[config.mk]
export PLATFORM = sky130hd
export DESIGN_NAME = xlat_walker
export DESIGN_NICKNAME = d
export VERILOG_FILES = /design/src/rtl/xw_pkg.sv /design/src/rtl/xw_entry_dec.sv /design/src/rtl/xw_addr_calc.sv /design/src/rtl/xlat_walker.sv
export SDC_FILE = /design/constraint.sdc
export NUM_CORES = 1
export LEC_CHECK = 0
export BUFFER_PORTS_ARGS = -buffer_cell sky130_fd_sc_hd__clkbuf_2
export CORE_UTILIZATION = 25
export DETAILED_ROUTE_END_ITERATION = 16
export GPL_TIMING_DRIVEN = 0
export SKIP_LAST_GASP = 1
export SLEW_MARGIN = 20
export SYNTH_ARGS = -nofsm -noshare
export SYNTH_HDL_FRONTEND = slang
export SYNTH_SLANG_ARGS = --single-unit
[constraint.sdc]
create_clock -name clk -period 2.99 [get_ports clk]
set_input_delay 0.598 -clock clk [delete_from_list [all_inputs] [get_ports clk]]
set_output_delay 0.598 -clock clk [all_outputs]
set_load 0.01 [all_outputs]
[src/rtl/xw_pkg.sv]
package xw_pkg;

   typedef enum logic [2:0] {
      ST_IDLE,
      ST_TOP_RD,
      ST_DIR_RD,
      ST_LEAF_RD,
      ST_DONE,
      ST_FAULT
   } walk_state_t;

   typedef enum logic [1:0] {
      LVL_TOP  = 2'd0,
      LVL_DIR  = 2'd1,
      LVL_LEAF = 2'd2
   } walk_level_t;

endpackage

[src/rtl/xw_entry_dec.sv]
module xw_entry_dec #(
   parameter int ENTRY_W     = 64,
   parameter int PHYS_W      = 36,
   parameter int OFF_W       = 12,
   parameter int SIZE_BIT    = 7,
   parameter bit LARGE_PAGES = 1'b1,
   localparam int FRAME_W    = PHYS_W - OFF_W
) (
   input  logic [ENTRY_W-1:0] entry,
   input  logic               big_allowed,
   output logic               present,
   output logic               take_big,
   output logic [FRAME_W-1:0] frame
);

   assign present = entry[0];
   assign frame   = entry[PHYS_W-1:OFF_W];

   generate
      if (LARGE_PAGES) begin : g_big
         assign take_big = big_allowed & entry[SIZE_BIT];
      end else begin : g_small
         assign take_big = 1'b0;
      end
   endgenerate

endmodule

[src/rtl/xw_addr_calc.sv]
module xw_addr_calc #(
   parameter int LIN_W      = 32,
   parameter int PHYS_W     = 36,
   parameter int OFF_W      = 12,
   parameter int IDX_W      = 9,
   parameter int TOP_W      = 2,
   parameter int ALIGN_W    = 5,
   parameter int ENTRY_W    = 64,
   localparam int FRAME_W   = PHYS_W - OFF_W,
   localparam int ENT_SHIFT = $clog2(ENTRY_W / 8)
) (
   input  logic [LIN_W-1:0]   new_lin,
   input  logic [LIN_W-1:0]   new_base,
   input  logic [LIN_W-1:0]   held_lin,
   input  logic [FRAME_W-1:0] entry_frame,
   output logic [PHYS_W-1:0]  top_addr,
   output logic [PHYS_W-1:0]  dir_addr,
   output logic [PHYS_W-1:0]  leaf_addr
);

   logic [TOP_W-1:0]  top_idx;
   logic [IDX_W-1:0]  dir_idx;
   logic [IDX_W-1:0]  leaf_idx;
   logic [PHYS_W-1:0] top_base;
   logic [PHYS_W-1:0] frame_base;

   assign top_idx  = new_lin[LIN_W-1 -: TOP_W];
   assign dir_idx  = held_lin[LIN_W-TOP_W-1 -: IDX_W];
   assign leaf_idx = held_lin[OFF_W +: IDX_W];

   assign top_base   = PHYS_W'({new_base[LIN_W-1:ALIGN_W], {ALIGN_W{1'b0}}});
   assign frame_base = {entry_frame, {OFF_W{1'b0}}};

   assign top_addr  = top_base   + PHYS_W'({top_idx,  {ENT_SHIFT{1'b0}}});
   assign dir_addr  = frame_base + PHYS_W'({dir_idx,  {ENT_SHIFT{1'b0}}});
   assign leaf_addr = frame_base + PHYS_W'({leaf_idx, {ENT_SHIFT{1'b0}}});

endmodule

[src/rtl/xlat_walker.sv]
module xlat_walker
   import xw_pkg::*;
#(
   parameter int LIN_W       = 32,
   parameter int PHYS_W      = 36,
   parameter int ENTRY_W     = 64,
   parameter int OFF_W       = 12,
   parameter int IDX_W       = 9,
   parameter int TOP_W       = 2,
   parameter int ALIGN_W     = 5,
   parameter int SIZE_BIT    = 7,
   parameter bit LARGE_PAGES = 1'b1,
   localparam int FRAME_W    = PHYS_W - OFF_W,
   localparam int BIG_OFF_W  = OFF_W + IDX_W
) (
   input  logic               clk,
   input  logic               rst_n,
   input  logic               req_valid,
   output logic               req_ready,
   input  logic [LIN_W-1:0]   req_lin,
   input  logic [LIN_W-1:0]   req_base,
   input  logic               req_xlat_en,
   input  logic               req_big_en,
   output logic               mem_rd_valid,
   output logic [PHYS_W-1:0]  mem_rd_addr,
   input  logic               mem_rsp_valid,
   input  logic [ENTRY_W-1:0] mem_rsp_data,
   output logic               done,
   output logic               fault,
   output logic [1:0]         fault_level,
   output logic [PHYS_W-1:0]  phys_addr
);

   initial begin
      assert (LIN_W == TOP_W + 2 * IDX_W + OFF_W)
         else $error("linear width must equal the sum of the index and offset fields");
      assert (PHYS_W > LIN_W && PHYS_W <= ENTRY_W)
         else $error("physical width must exceed linear width and fit in an entry");
      assert ((ENTRY_W / 8) << IDX_W == (1 << OFF_W))
         else $error("one table must fill exactly one small page");
      assert (SIZE_BIT < OFF_W && SIZE_BIT > 0)
         else $error("page-size flag must lie in the flag field");
      assert ((1 << ALIGN_W) >= (ENTRY_W / 8) * (1 << TOP_W))
         else $error("top table alignment must cover its entries");
   end

   walk_state_t        state;
   logic [LIN_W-1:0]   lin_q;
   logic               big_q;
   logic               ent_present;
   logic               ent_big;
   logic [FRAME_W-1:0] ent_frame;
   logic [PHYS_W-1:0]  top_addr;
   logic [PHYS_W-1:0]  dir_addr;
   logic [PHYS_W-1:0]  leaf_addr;

   xw_entry_dec #(
      .ENTRY_W     (ENTRY_W),
      .PHYS_W      (PHYS_W),
      .OFF_W       (OFF_W),
      .SIZE_BIT    (SIZE_BIT),
      .LARGE_PAGES (LARGE_PAGES)
   ) u_dec (
      .entry       (mem_rsp_data),
      .big_allowed (big_q),
      .present     (ent_present),
      .take_big    (ent_big),
      .frame       (ent_frame)
   );

   xw_addr_calc #(
      .LIN_W   (LIN_W),
      .PHYS_W  (PHYS_W),
      .OFF_W   (OFF_W),
      .IDX_W   (IDX_W),
      .TOP_W   (TOP_W),
      .ALIGN_W (ALIGN_W),
      .ENTRY_W (ENTRY_W)
   ) u_addr (
      .new_lin     (req_lin),
      .new_base    (req_base),
      .held_lin    (lin_q),
      .entry_frame (ent_frame),
      .top_addr    (top_addr),
      .dir_addr    (dir_addr),
      .leaf_addr   (leaf_addr)
   );

   assign req_ready = (state == ST_IDLE);
   assign done      = (state == ST_DONE) || (state == ST_FAULT);
   assign fault     = (state == ST_FAULT);

   always_ff @(posedge clk or negedge rst_n) begin
      if (!rst_n) begin
         state        <= ST_IDLE;
         lin_q        <= '0;
         big_q        <= 1'b0;
         mem_rd_valid <= 1'b0;
         mem_rd_addr  <= '0;
         phys_addr    <= '0;
         fault_level  <= '0;
      end else begin
         mem_rd_valid <= 1'b0;
         unique case (state)
            ST_IDLE: begin
               if (req_valid) begin
                  lin_q       <= req_lin;
                  big_q       <= req_big_en;
                  fault_level <= '0;
                  if (req_xlat_en) begin
                     state        <= ST_TOP_RD;
                     mem_rd_valid <= 1'b1;
                     mem_rd_addr  <= top_addr;
                  end else begin
                     state     <= ST_DONE;
                     phys_addr <= PHYS_W'(req_lin);
                  end
               end
            end
            ST_TOP_RD: begin
               if (mem_rsp_valid) begin
                  if (!ent_present) begin
                     state       <= ST_FAULT;
                     fault_level <= LVL_TOP;
                     phys_addr   <= '0;
                  end else begin
                     state        <= ST_DIR_RD;
                     mem_rd_valid <= 1'b1;
                     mem_rd_addr  <= dir_addr;
                  end
               end
            end
            ST_DIR_RD: begin
               if (mem_rsp_valid) begin
                  if (!ent_present) begin
                     state       <= ST_FAULT;
                     fault_level <= LVL_DIR;
                     phys_addr   <= '0;
                  end else if (ent_big) begin
                     state     <= ST_DONE;
                     phys_addr <= {mem_rsp_data[PHYS_W-1:BIG_OFF_W], lin_q[BIG_OFF_W-1:0]};
                  end else begin
                     state        <= ST_LEAF_RD;
                     mem_rd_valid <= 1'b1;
                     mem_rd_addr  <= leaf_addr;
                  end
               end
            end
            ST_LEAF_RD: begin
               if (mem_rsp_valid) begin
                  if (!ent_present) begin
                     state       <= ST_FAULT;
                     fault_level <= LVL_LEAF;
                     phys_addr   <= '0;
                  end else begin
                     state     <= ST_DONE;
                     phys_addr <= {ent_frame, lin_q[OFF_W-1:0]};
                  end
               end
            end
            ST_DONE, ST_FAULT: state <= ST_IDLE;
            default:           state <= ST_IDLE;
         endcase
      end
   end

endmodule

-- Word-level counts from Yosys, hierarchy flattened
Cells that the tools add are included.
- add/subtract/negate cells: 3
- equal/unequal tests: 18
- mux-type cells: 44
- bitwise operators: 1
- reductions and logical operators: 9
- operators by type and width (cell ; count):
    $mux 36 ; 16
    $pmux 36 s4 ; 1
    $pmux 36 s3 ; 1
    $add 36x12->36 ; 2
    $add 32x5->33 ; 1
    $mux 3 ; 8
    $reduce_and 8->1 ; 3
    $ne 2x2->1 const B ; 11
    $mux 2 ; 7
    $pmux 3 s4 ; 1
    $mux 1 ; 8
    $pmux 2 s4 ; 1
    $eq 3x2->1 const B ; 2
    $eq 3x3->1 const B ; 2
    $reduce_and 4->1 ; 1
    $reduce_bool 4->1 ; 1
    $eq 3x1->1 const B ; 1
    $logic_not 3->1 ; 1
    $ne 3x3->1 const B ; 1
    $pmux 1 s3 ; 1
    $reduce_bool 3->1 ; 1
    $ne 2x1->1 const B ; 1
    $reduce_and 2->1 ; 1
    $and 1x1->1 ; 1
    $logic_or 1x1->1 ; 1
- register bits after elaboration: 109
- input port bits: 134
- logic and storage cells: 82

-- Logic depth before layout (Yosys ltp)
Gate-level depths: netlist (run 1).
- word-level depth: 5
- mapped depth: 7
- mapped depth without buffers: 4

-- Cells and area by module
From an unflattened synthesis (run 1), not the netlist that was laid out.
- cell total of the unflattened synthesis: 817
- area, all modules: 7445.9 um2
- modules (own cells, without submodules) (module ; times used ; cells an instance ; area each (um2) ; seq. area each (um2)):
    xlat_walker ; 1 ; 682 ; 6437.4 ; 2777.7
    xw_addr_calc ; 1 ; 109 ; 814.5 ; 0.0
    xw_entry_dec ; 1 ; 26 ; 193.9 ; 0.0

-- Least setup slack after synthesis (run 1)
Ideal clock, no wire load.
- path type: input-to-reg
- start point: in mem_rsp_data[0]
- end point: reg phys_addr[0]
- library setup time: 0.125 ns
- arrival: 1.797 ns
- slack: 1.068 ns
- cell stages on the path: 5
- path buffers: 1
- cells stage by stage: nand2b_1 > nor2_1 > o31ai_4 > buf_6 > mux2_4
- cells in the longest elaborated chain, start to end: 3
- elaborated cells between the ends (all ways): 8
- those cells by class: eq/ne: 2; mux: 5; reduce/logical: 1
- ends and longest elaborated chain (what ; line ; RTL):
    start: declaration ; xlat_walker.sv:27 ; input logic [ENTRY_W-1:0] mem_rsp_data,
    $mux 36 (on tied branches) ; xlat_walker.sv:151, xlat_walker.sv:135 ;
    $mux 36 (on tied branches) ; xlat_walker.sv:150, xlat_walker.sv:134 ;
    $pmux 36 s4 ; xlat_walker.sv:104 ; unique case (state)
    end signal: assignment ; xlat_walker.sv:116 ; phys_addr <= PHYS_W'(req_lin);
    end signal: assignment ; xlat_walker.sv:141 ; phys_addr <= {mem_rsp_data[PHYS_W-1:BIG_OFF_W], lin_q[BIG_OFF_W-1:0]};
    end signal: assignment ; xlat_walker.sv:157 ; phys_addr <= {ent_frame, lin_q[OFF_W-1:0]};
    end: declaration ; xlat_walker.sv:31 ; output logic [PHYS_W-1:0] phys_addr
Parallel ways exist; a longest one is shown, timed or not. The select of a mux whose other input is x is not followed.
A chain may end at the register's enable or synchronous reset.

-- Worst setup path in the final report (run 1)
- start point: reg state[0]
- end point: out fault
- cells in the longest elaborated chain, start to end: 1
- ends and longest elaborated chain (what ; line ; RTL):
    start: declaration ; xlat_walker.sv:47 ; walk_state_t state;
    start signal: assignment ; xlat_walker.sv:95 ; state <= ST_IDLE;
    start signal: assignment ; xlat_walker.sv:111 ; state <= ST_TOP_RD;
    start signal: assignment ; xlat_walker.sv:115 ; state <= ST_DONE;
    $eq 3x3->1 ; xlat_walker.sv:91 ; assign fault = (state == ST_FAULT);
    end: declaration ; xlat_walker.sv:29 ; output logic fault,
No other way between the ends.

==> results of run 1 <==
## kinds of logic (layout without fill, tap and decap cells)
logic type | after synthesis | after routing | synth area share [%]
buffers and inverters | 41 | 223 | 4.71
and+or+nand+nor | 37 | 37 | 3.91
muxes | 125 | 125 | 28.7
DFF | 106 | 106 | 51.4
other | 1 | 3 | 0.0727
AOI/OAI and AO/OA | 69 | 69 | 11.1
## power groups by stage
stage,Combinational [W],Sequential [W],Clock (W)
floorplan,0.00223,0.00270,0
global placement,0.00352,0.00256,0
detailed placement,0.00359,0.00257,0
CTS,0.00359,0.00255,0.00137
global route,0.00382,0.00264,0.00143
finish,0.00351,0.00255,0.00132
## layout make-up
cell class | count | area share [%]
multi-input cells | 234 | 33.9
flip-flops and latches | 106 | 39.7
inverters | 13 | 0.730
plain buffers | 28 | 2.90
clock inverters | 7 | 1.48
clock buffers | 9 | 3.37
well taps | 270 | 5.05
repair buffers | 166 | 12.9
## worst register-to-register path, stage by stage (launching register included)
cell	delay (ns)
sky130_fd_sc_hd__dfrtp_1	0.34
sky130_fd_sc_hd__buf_6	0.13
sky130_fd_sc_hd__buf_4	0.17
sky130_fd_sc_hd__inv_1	0.09
sky130_fd_sc_hd__nor3b_2	0.78
sky130_fd_sc_hd__clkbuf_1	0.48
sky130_fd_sc_hd__a22o_1	0.23
sky130_fd_sc_hd__mux2_4	0.14
## metal layers
| layer | track usage, % | up-vias |
|---|---|---|
| met5 | 0 | - |
| met4 | 5.42 | 2 |
| met3 | 3.35 | 18 |
| met2 | 21.2 | 116 |
| met1 | 19.5 | 1797 |
| li1 | - | 1748 |
## registers in the layout, indices dropped and copies added (netlist names)
register / cells
big_q: 1
fault_level: 2
lin_q: 30
mem_rd_valid: 1
mem_rd_addr: 33
phys_addr: 36
state: 3
## final timing paths
kind | slack (ns) | end | from
setup / recovery | 0.46 | fault | state[0]$_DFFE_PN0P_
hold / removal | 0.14 | phys_addr[21]$_DFFE_PN0P_ | rst_n
setup reg to reg | 0.56 | phys_addr[7]$_DFFE_PN0P_ | state[1]$_DFFE_PN0P_
hold reg to reg | 0.51 | phys_addr[13]$_DFFE_PN0P_ | phys_addr[13]$_DFFE_PN0P_
max in group asynchronous | 2.17 | mem_rd_addr[35]$_DFFE_PN0P_ | rst_n
min in group clk | 0.47 | mem_rd_addr[34]$_DFFE_PN0P_ | mem_rsp_data[34]
## placed cells by master (no fill, tap or decap), drive strengths merged, types with 3 or more instances in the layout
master	instances
clkbuf	182
mux2	110
dfrtp	106
a22o	23
buf	21
nand2	17
mux2i	15
inv	15
o2bb2ai	13
o21ai	11
a22oi	9
nor2	5
nor3	3
a21oi	3
conb	3
nor2b	3
## through the flow
step | setup WS (ns) | utilization (%) | setup TNS [ns]
finish | 0.457 | 33.1 | 0
global route | 0.343 | 33.1 | 0
CTS | 0.418 | 33.1 | 0
detailed placement | 0.433 | 31.5 | 0
global placement | -0.363 | 31.3 | -36.96
floorplan | 1.07 | - | 0
==> results_dict.tcl, run 1 <==
set metrics [dict create \
    max_freq_mhz 395 \
    max_cap_violations 0 \
    worstSetupEndpointType "output port" \
    layout.cells.non_filler 833 \
    static_leakage_nw 3.21 \
    hpwlAfterDp_um 10700 \
    port_buffers 165 \
    placement.cell_area_sq_um 6360 \
    top_signal_layer_used "met5" \
    cts-buffers-inserted 9 \
    outcome "finished clean" \
    yosys.cell_types.count 41 \
    worst_path_max_delay_cell "sky130_fd_sc_hd__buf_1" \
    synth_seq_area_share_pct 51.4 \
    cts_resized 0 \
    cp_num_cells 4 \
    postSynth.asyncResetShare_pct 100 \
    layout.cell_area.non_filler_sq_um 6690 \
    clk_pin_slew_worst_paths_ns 0.08 \
    cp_data_required_time_ns 2.39 \
    final-max-slew-violation-count 0 \
    switching_portion_of_total_power_pct 36.0 \
    timing.critical_path.fanout_max 10 \
    maxSlewHeadroom_pct 35.0 \
    multi_input_comb_area_sq_um 2270 \
    globalplace.congestion 0.760 \
    timing.setup.critical_path_class "reg -> out" \
    sequential_cell_area_sq_um 2650 \
    tritoncts_num_sinks 106 \
    critical_path_arrival_ns 1.94 \
    global_route_usage_sum_pct 14.1 \
    top_post_synthesis_cells_by_count "106 x sky130_fd_sc_hd__dfrtp_1, 85 x sky130_fd_sc_hd__mux2_2, 25 x sky130_fd_sc_hd__mux2_4, 23 x sky130_fd_sc_hd__a22o_1, 17 x sky130_fd_sc_hd__nand2_1" \
    synthDominantAreaCellType "sky130_fd_sc_hd__dfrtp_1" \
    worst_r2r_path_depth 7 \
    cts_hold_repair.buffers 0 \
    first_global_vias 3689 \
    whs_ns 0.143 \
    synth.area.top_cells "sky130_fd_sc_hd__dfrtp_1 51%, sky130_fd_sc_hd__mux2_2 19%, sky130_fd_sc_hd__mux2_4 7.3%, sky130_fd_sc_hd__a22o_1 3.9%, sky130_fd_sc_hd__mux2i_1 2.9%" \
    crit_path_cell_trace "buf_4, buf_1, and2_1, clkbuf_2" \
    initial_antenna_violation_count 1 \
    wire_length_on_met1_um 6870 \
    synth_flop_cell "sky130_fd_sc_hd__dfrtp_1" \
    grt_start_max_net_pins 74 \
    numPlacedInstances 817 \
    overflow 0 \
    synth-seq-cells 106 \
    dr.pass1.iters 4 \
    timing.final.setup_violations 0 \
    floorplan.die.width_um 146 \
    seq_power_share_pct 34.5 \
    detail_route.wl_per_cell_um 17.2 \
    nNetsFinal 692 \
    synth_area_per_cell_sq_um 13.6 \
    cts.root.buffer_cell "sky130_fd_sc_hd__clkbuf_16" \
    routed-wl-met2_um 6420 \
    intPower_w 0.00473 \
    minimum_clock_period_ns 2.53 \
    drt_wl_total_um 14300 \
    hold_viol_final 0 \
    yosys.cell_count.top_type "sky130_fd_sc_hd__dfrtp_1" \
    synthesis.area_sq_um 5160 \
    worst_path_dominant_cell_family "buffers and inverters" \
    pin_count 212 \
    via_count 3681 \
    hold_path_class "in -> async" \
    number_of_setup_buffers_added_after_cts 0 \
    p_sw_w 0.00266 \
    synth_edf_count 0 \
    drt.antenna.violating_nets 0 \
    core-area_sq_um 20200 \
    final_total_pwr_w 0.00739 \
    detailroute.wirelength.met3_um 682 \
    clock-skew-final_ns 0.0102 \
    ir_worst_vdd_mv 0.386 \
    die_y_um 146 \
    drt_drc_violations_left 0 \
    syn_inst 379 \
    clock_path_buffers 2 \
    critical_path.n_buffers_inverters 3 \
    netlist.area_leader.share_pct 51.4 \
    grt_pass1_wl_um 22200 \
    area_delta_synth_final_pct 29.7 \
    drive_gt1_share_pct 56.7 \
    diodes 0 \
    timing.critical_path.from_type "flip-flop" \
    power_frac_clock_pct 17.9 \
    worst_path_largest_cell_delay_ns 0.56 \
    start_util_pct 25.5 \
    p_comb_share_pct 47.6 \
    htree_levels 3 \
    fillerInstances 2055 \
    power.density_cell_area_nw_per_um2 1100 \
    final.period_utilization_pct 84.7 \
    rsz0062_at_grt "false" \
    yosysWarnings 0 \
    drt_iter0_markers 165 \
    cts_tree "done" \
    worst_skew_pair.late_latency_ns 0.36 \
    floorplan.rows 52 \
    floorplan.die_area_sq_um 21200 \
    tightestPinTransition_ns 0.970 \
    drt-vias-per-instance 4.42 \
]
(Power assumes the default switching activity.)
==> run 2, diff against run 1 <==
==> constraint.sdc (replaced) <==
create_clock -name clk -period 2.1 [get_ports clk]
set_input_delay 0.42 -clock clk [delete_from_list [all_inputs] [get_ports clk]]
set_output_delay 0.42 -clock clk [all_outputs]
set_load 0.01 [all_outputs]
==> run 2 against run 1 <==
  * Register-to-register slack worse by 0.49 ns
  * Sequential share of layout area is 0.67 points lower
  * Total power is 45% higher
  * Core utilization is 0.58 points higher
  * Routed wire length is 1.1% higher
  * Critical endpoint is now mem_rd_addr[29]$_DFFE_PN0P_
  * Highest routed layer unchanged
==> results_dict.tcl, run 2 (same netlist as run 1, synthesis figures left out) <==
set metrics [dict create \
    floorplan.die_area_sq_um 21200 \
    timing.final.setup_violations 0 \
    globalplace.congestion 0.760 \
    drt.antenna.violating_nets 0 \
    die_y_um 146 \
    timing.setup.critical_path_class "reg -> reg" \
    cts.root.buffer_cell "sky130_fd_sc_hd__clkbuf_16" \
    p_comb_share_pct 48.6 \
    critPathMostFrequentCell "sky130_fd_sc_hd__mux2_2" \
    wire_length_on_met1_um 6960 \
    tightestPinTransition_ns 0.505 \
    drt_drc_violations_left 0 \
    critical_path.n_buffers_inverters 2 \
    worst_path_dominant_cell_family "multiplexers" \
    maxSlewHeadroom_pct 66.4 \
    worst_path_largest_cell_delay_ns 0.43 \
    minimum_clock_period_ns 2.03 \
    clock-skew-final_ns 0.0105 \
    diodes 0 \
    port_buffers 165 \
    fin_util_pct 33.6 \
    regMostFlops "phys_addr" \
    static_leakage_nw 3.28 \
    switching_portion_of_total_power_pct 35.7 \
    power.density_cell_area_nw_per_um2 1570 \
    timing.critical_path.fanout_max 10 \
    global_route_usage_sum_pct 14.2 \
    worst_path_max_delay_cell "sky130_fd_sc_hd__dfrtp_1" \
    fillerInstances 2047 \
    grt_pass1_wl_um 22400 \
    crit_path_cell_trace "buf_4, and2b_1, o21bai_4, buf_6, mux2_2, mux2_2" \
    setup_tns_ns 0 \
    cts-buffers-inserted 9 \
    hold_viol_final 0 \
    whs_ns 0.293 \
    detailroute.wirelength.met3_um 674 \
    first_global_vias 3709 \
    overflow 0 \
    area_delta_synth_final_pct 32.0 \
    outcome "finished clean" \
    drive_gt1_share_pct 58.2 \
    cp_data_required_time_ns 2.34 \
    top_signal_layer_used "met5" \
    intPower_w 0.00689 \
    drt_wl_total_um 14500 \
    layout.cells.most_common "sky130_fd_sc_hd__clkbuf_2" \
    final.period_utilization_pct 96.8 \
    p_sw_w 0.00383 \
    drt-vias-per-instance 4.42 \
    detail_route.wl_per_cell_um 17.2 \
    pin_count 212 \
    grt_start_max_net_pins 74 \
    largest_registers "phys_addr x36, mem_rd_addr x33, lin_q x30" \
    floorplan.die.width_um 146 \
    hpwlAfterDp_um 10700 \
    floorplan.rows 52 \
    worstSetupEndpointType "flip-flop" \
    rsz0062_at_grt "true" \
    routed-wl-met2_um 6550 \
    clk_pin_slew_worst_paths_ns 0.07 \
    numPlacedInstances 817 \
    seq_power_share_pct 33.9 \
    start_util_pct 25.5 \
    final-max-slew-violation-count 0 \
    timing.critical_path.from_type "flip-flop" \
    nNetsFinal 699 \
    layout.cells.non_filler 840 \
    core-area_sq_um 20200 \
    dr.pass1.iters 5 \
    layout_setup_ws_ns 0.0670 \
    max_freq_mhz 492 \
    cts_tree "done" \
    via_count 3712 \
    critical_path_arrival_ns 2.27 \
    tritoncts_num_sinks 106 \
    hold_path_class "in -> reg" \
    power_frac_clock_pct 17.5 \
    largest_register_ff_count 36 \
    final_cell_mix "168 x sky130_fd_sc_hd__clkbuf_2, 105 x sky130_fd_sc_hd__dfrtp_1, 85 x sky130_fd_sc_hd__mux2_2" \
    worst_skew_pair.late_latency_ns 0.36 \
    htree_levels 3 \
    ir_worst_vdd_mv 0.568 \
    drt_iter0_markers 180 \
    initial_antenna_violation_count 1 \
    clock_path_buffers 2 \
    max_cap_violations 0 \
    placement.setup.worst_slack_ns -0.343 \
]
run 2: metrics by stage:
| step | total power (W) | instance area (sq um) |
|---|---|---|
| global placement | 0.00867 | 6330 |
| CTS | 0.0108 | 6770 |
| detailed placement | 0.00877 | 6360 |
| finish | 0.0107 | 6810 |
| floorplan | 0.00702 | 5160 |
| global route | 0.0114 | 6810 |
run 2: final timing paths:
kind / start / endpoint / slack, ns / cells after the start
worst max-delay path: state[0]$_DFFE_PN0P_ / mem_rd_addr[29]$_DFFE_PN0P_ / 0.07 / 6
worst min register to register: phys_addr[11]$_DFFE_PN0P_ / phys_addr[11]$_DFFE_PN0P_ / 0.51 / 1
min in group asynchronous: rst_n / phys_addr[21]$_DFFE_PN0P_ / 0.53 / 2
max in group asynchronous: rst_n / mem_rd_addr[35]$_DFFE_PN0P_ / 0.89 / 3
worst max register to register: state[0]$_DFFE_PN0P_ / mem_rd_addr[29]$_DFFE_PN0P_ / 0.07 / 6
worst min-delay path: mem_rsp_data[34] / mem_rd_addr[34]$_DFFE_PN0P_ / 0.29 / 2
run 2: timing repair:
| item | 4_1_cts | 5_1_grt |
|---|---|---|
| gates resized for setup | 9 | 12 |
| setup endpoints to repair | 60 | 49 |
| setup buffers | 3 | 3 |
| hold endpoints to repair | 33 | 0 |
| pin swaps | 2 | 1 |
| hold buffers | 1 | 0 |
run 2: final cells by class:
cell class,instances,area (sq um),share of cell area (%)
Sequential cell,106,2650,39.0
Multi-Input combinational cell,234,2290,33.7
Timing Repair Buffer,173,930,13.7
Tap cell,270,338,4.96
Clock buffer,9,225,3.31
Buffer,28,221,3.25
Clock inverter,7,98.8,1.45
Inverter,13,48.8,0.717
run 2: power groups by stage:
stage,logic [W],registers (W),clock network [W]
final,0.00521,0.00363,0.00188
after global routing,0.00564,0.00377,0.00203
after CTS,0.00524,0.00363,0.00195
after detailed placement,0.00511,0.00366,0
after global placement,0.00502,0.00365,0
after floorplan,0.00318,0.00385,0
run 2: worst reg2reg max path: cells and delay by family (launching register included):
kind / cells / cell delay (ns)
simple gates: 1 / 0.20
compound gates: 1 / 0.27
buf+inv: 2 / 0.43
mux: 2 / 0.60
flops: 1 / 0.43
run 2: layer usage:
metal | GRT usage, % | up-vias
li1 | - | 1757
met1 | 19.7 | 1828
met2 | 21.4 | 108
met3 | 3.48 | 17
met4 | 5.26 | 2
met5 | 0 | -
==> run 3, diff against run 2 <==
--- a/config.mk
+++ b/config.mk
@@ -9,6 +9,7 @@
 export CORE_UTILIZATION = 25
 export DETAILED_ROUTE_END_ITERATION = 16
 export GPL_TIMING_DRIVEN = 0
+export RECOVER_POWER = 50
 export SKIP_LAST_GASP = 1
 export SLEW_MARGIN = 20
 export SYNTH_ARGS = -nofsm -noshare
==> run 3 against run 2 <==
  * Clock power about the same
  * Global-route usage unchanged
  * Non-clock buffer count unchanged
  * Cell count unchanged
  * Via count decreased by 0.43%
==> results_dict.tcl, run 3 (same netlist as run 1, synthesis figures left out) <==
set metrics [dict create \
    layout.cells.most_common "sky130_fd_sc_hd__clkbuf_2" \
    worstSetupEndpointType "flip-flop" \
    max_cap_violations 0 \
    grt_pass1_wl_um 22400 \
    numPlacedInstances 817 \
    hold_viol_final 0 \
    die_y_um 146 \
    drt_iter0_markers 170 \
    global_route_usage_sum_pct 14.2 \
    worst_r2r_path_depth 6 \
    whs_ns 0.292 \
    drive_gt1_share_pct 52.1 \
    floorplan.die.width_um 146 \
    worst_path_largest_cell_delay_ns 0.43 \
    via_count 3696 \
    layout.cells.non_filler 840 \
    worst_path_dominant_cell_family "multiplexers" \
    maxSlewHeadroom_pct 37.0 \
    layout_setup_ws_ns 0.0717 \
    drt_drc_violations_left 0 \
    fin_util_pct 33.4 \
    regMostFlops "phys_addr" \
    cts-buffers-inserted 9 \
    hold_path_class "in -> reg" \
    core-area_sq_um 20200 \
    final-max-slew-violation-count 0 \
    static_leakage_nw 3.16 \
    critical_path.n_buffers_inverters 2 \
    hpwlAfterDp_um 10700 \
    dr.pass1.iters 4 \
    timing.final.setup_violations 0 \
    cts.root.buffer_cell "sky130_fd_sc_hd__clkbuf_16" \
    area_delta_synth_final_pct 31.0 \
    grt_start_max_net_pins 74 \
    drt_wl_total_um 14500 \
    rsz0062_at_grt "true" \
    largest_register_ff_count 36 \
    outcome "finished clean" \
    max_freq_mhz 493 \
    htree_levels 3 \
    cp_data_required_time_ns 2.34 \
    overflow 0 \
    timing.critical_path.fanout_max 10 \
    final_cell_mix "134 x sky130_fd_sc_hd__clkbuf_2, 105 x sky130_fd_sc_hd__dfrtp_1, 85 x sky130_fd_sc_hd__mux2_2" \
    final.period_utilization_pct 96.6 \
    timing.setup.critical_path_class "reg -> reg" \
    ir_worst_vdd_mv 0.569 \
    initial_antenna_violation_count 1 \
    placement.setup.worst_slack_ns -0.343 \
    detail_route.wl_per_cell_um 17.2 \
    minimum_clock_period_ns 2.03 \
    tightestPinTransition_ns 0.944 \
    nNetsFinal 699 \
    hold-path-cell-count 2 \
    clock-skew-final_ns 0.0107 \
    clock_path_buffers 2 \
    globalplace.congestion 0.760 \
    floorplan.die_area_sq_um 21200 \
    worst_skew_pair.late_latency_ns 0.36 \
    first_global_vias 3709 \
    port_buffers 165 \
    reg2reg_setup_slack_ns 0.07 \
    crit_path_cell_trace "buf_4, and2b_1, o21bai_4, buf_6, mux2_2, mux2_2" \
    diodes 0 \
    power.density_cell_area_nw_per_um2 1580 \
    timing.critical_path.from_type "flip-flop" \
    start_util_pct 25.5 \
    floorplan.rows 52 \
    critical_path_arrival_ns 2.27 \
    worst_r2r_endpoint "mem_rd_addr[29]$_DFFE_PN0P_" \
    critPathMostFrequentCell "sky130_fd_sc_hd__mux2_2" \
    pin_count 212 \
    largest_registers "phys_addr x36, mem_rd_addr x33, lin_q x30" \
    tritoncts_num_sinks 106 \
    hold_path.startpoint "mem_rsp_data[34]" \
    worst_r2r_startpoint "state[0]$_DFFE_PN0P_" \
    drt.antenna.violating_nets 0 \
    worst_path_max_delay_cell "sky130_fd_sc_hd__dfrtp_1" \
    clk_pin_slew_worst_paths_ns 0.07 \
    cts_tree "done" \
    drt-vias-per-instance 4.40 \
    hold-path-endpoint "mem_rd_addr[34]$_DFFE_PN0P_" \
]
==> run 3: cell count changes in the layout (fill, tap and decap cells not counted) <==
cell / delta
sky130_fd_sc_hd__clkbuf_2: -34
sky130_fd_sc_hd__clkbuf_1: +35
sky130_fd_sc_hd__clkbuf_8: -1
==> run 3: metal layers <==
layer	vias to the layer above	global-route usage, %	wire [um]	share of wire [%]
li1	1757	-	-	-
met1	1809	19.7	6960	48
met2	110	21.4	6530	45
met3	18	3.48	702	4.8
met4	2	5.26	267	1.8
met5	-	0	13	0.090
==> run 3: cell type report <==
type                            instances  area (sq um)
Sequential cell                       106          2650
Timing Repair Buffer                  173           877
Fill cell                            2064         13500
Inverter                               13          48.8
Tap cell                              270           338
Buffer                                 28           221
Clock inverter                          7          98.8
Clock buffer                            9           225
Multi-Input combinational cell        234          2290
==> run 3: stage by stage <==
step | power (W) | cell area, sq um | TNS, ns
after floorplan | 0.00702 | 5160 | 0
after global placement | 0.00867 | 6330 | -122.17
after detailed placement | 0.00877 | 6360 | -10.65
after CTS | 0.0108 | 6770 | 0
after global routing | 0.0114 | 6750 | -0.00612
final | 0.0106 | 6750 | 0
==> run 3: power by group <==
group | internal [W] | switching, W
registers | 0.00304 | 0.000586
clock network | 0.00106 | 0.000825
logic | 0.00271 | 0.00242
total | 0.00681 | 0.00383
==> run 3: worst reg2reg max path: cells and delay by family, from the launching register on <==
kind | cells | cell delay [ns]
DFF | 1 | 0.43
and+or+nand+nor | 1 | 0.20
buffers and inverters | 2 | 0.42
muxes | 2 | 0.60
AOI/OAI and AO/OA | 1 | 0.27
==> run 3: what timing repair did <==
item,CTS,global route
setup endpoints to repair,60,49
gates resized for setup,9,12
cloned,0,0
buffers inserted,3,3
endpoints found under the hold margin,33,0
pin swaps,2,1
hold buffers,1,0
==> run 3: how the worst max path moves through the flow <==
stage	startpoint	endpoint	slack, ns	cells past startpoint
after floorplan	state[0]$_DFFE_PN0P_	mem_rd_addr[13]$_DFFE_PN0P_	0.22	6
after global routing	state[0]$_DFFE_PN0P_	mem_rd_addr[14]$_DFFE_PN0P_	-0.005	6
after detailed placement	state[1]$_DFFE_PN0P_	phys_addr[7]$_DFFE_PN0P_	-0.34	7
final	state[0]$_DFFE_PN0P_	mem_rd_addr[29]$_DFFE_PN0P_	0.07	6
after global placement	rst_n	mem_rd_valid$_DFF_PN0_	-1.08	1
after CTS	state[0]$_DFFE_PN0P_	fault	0.01	4
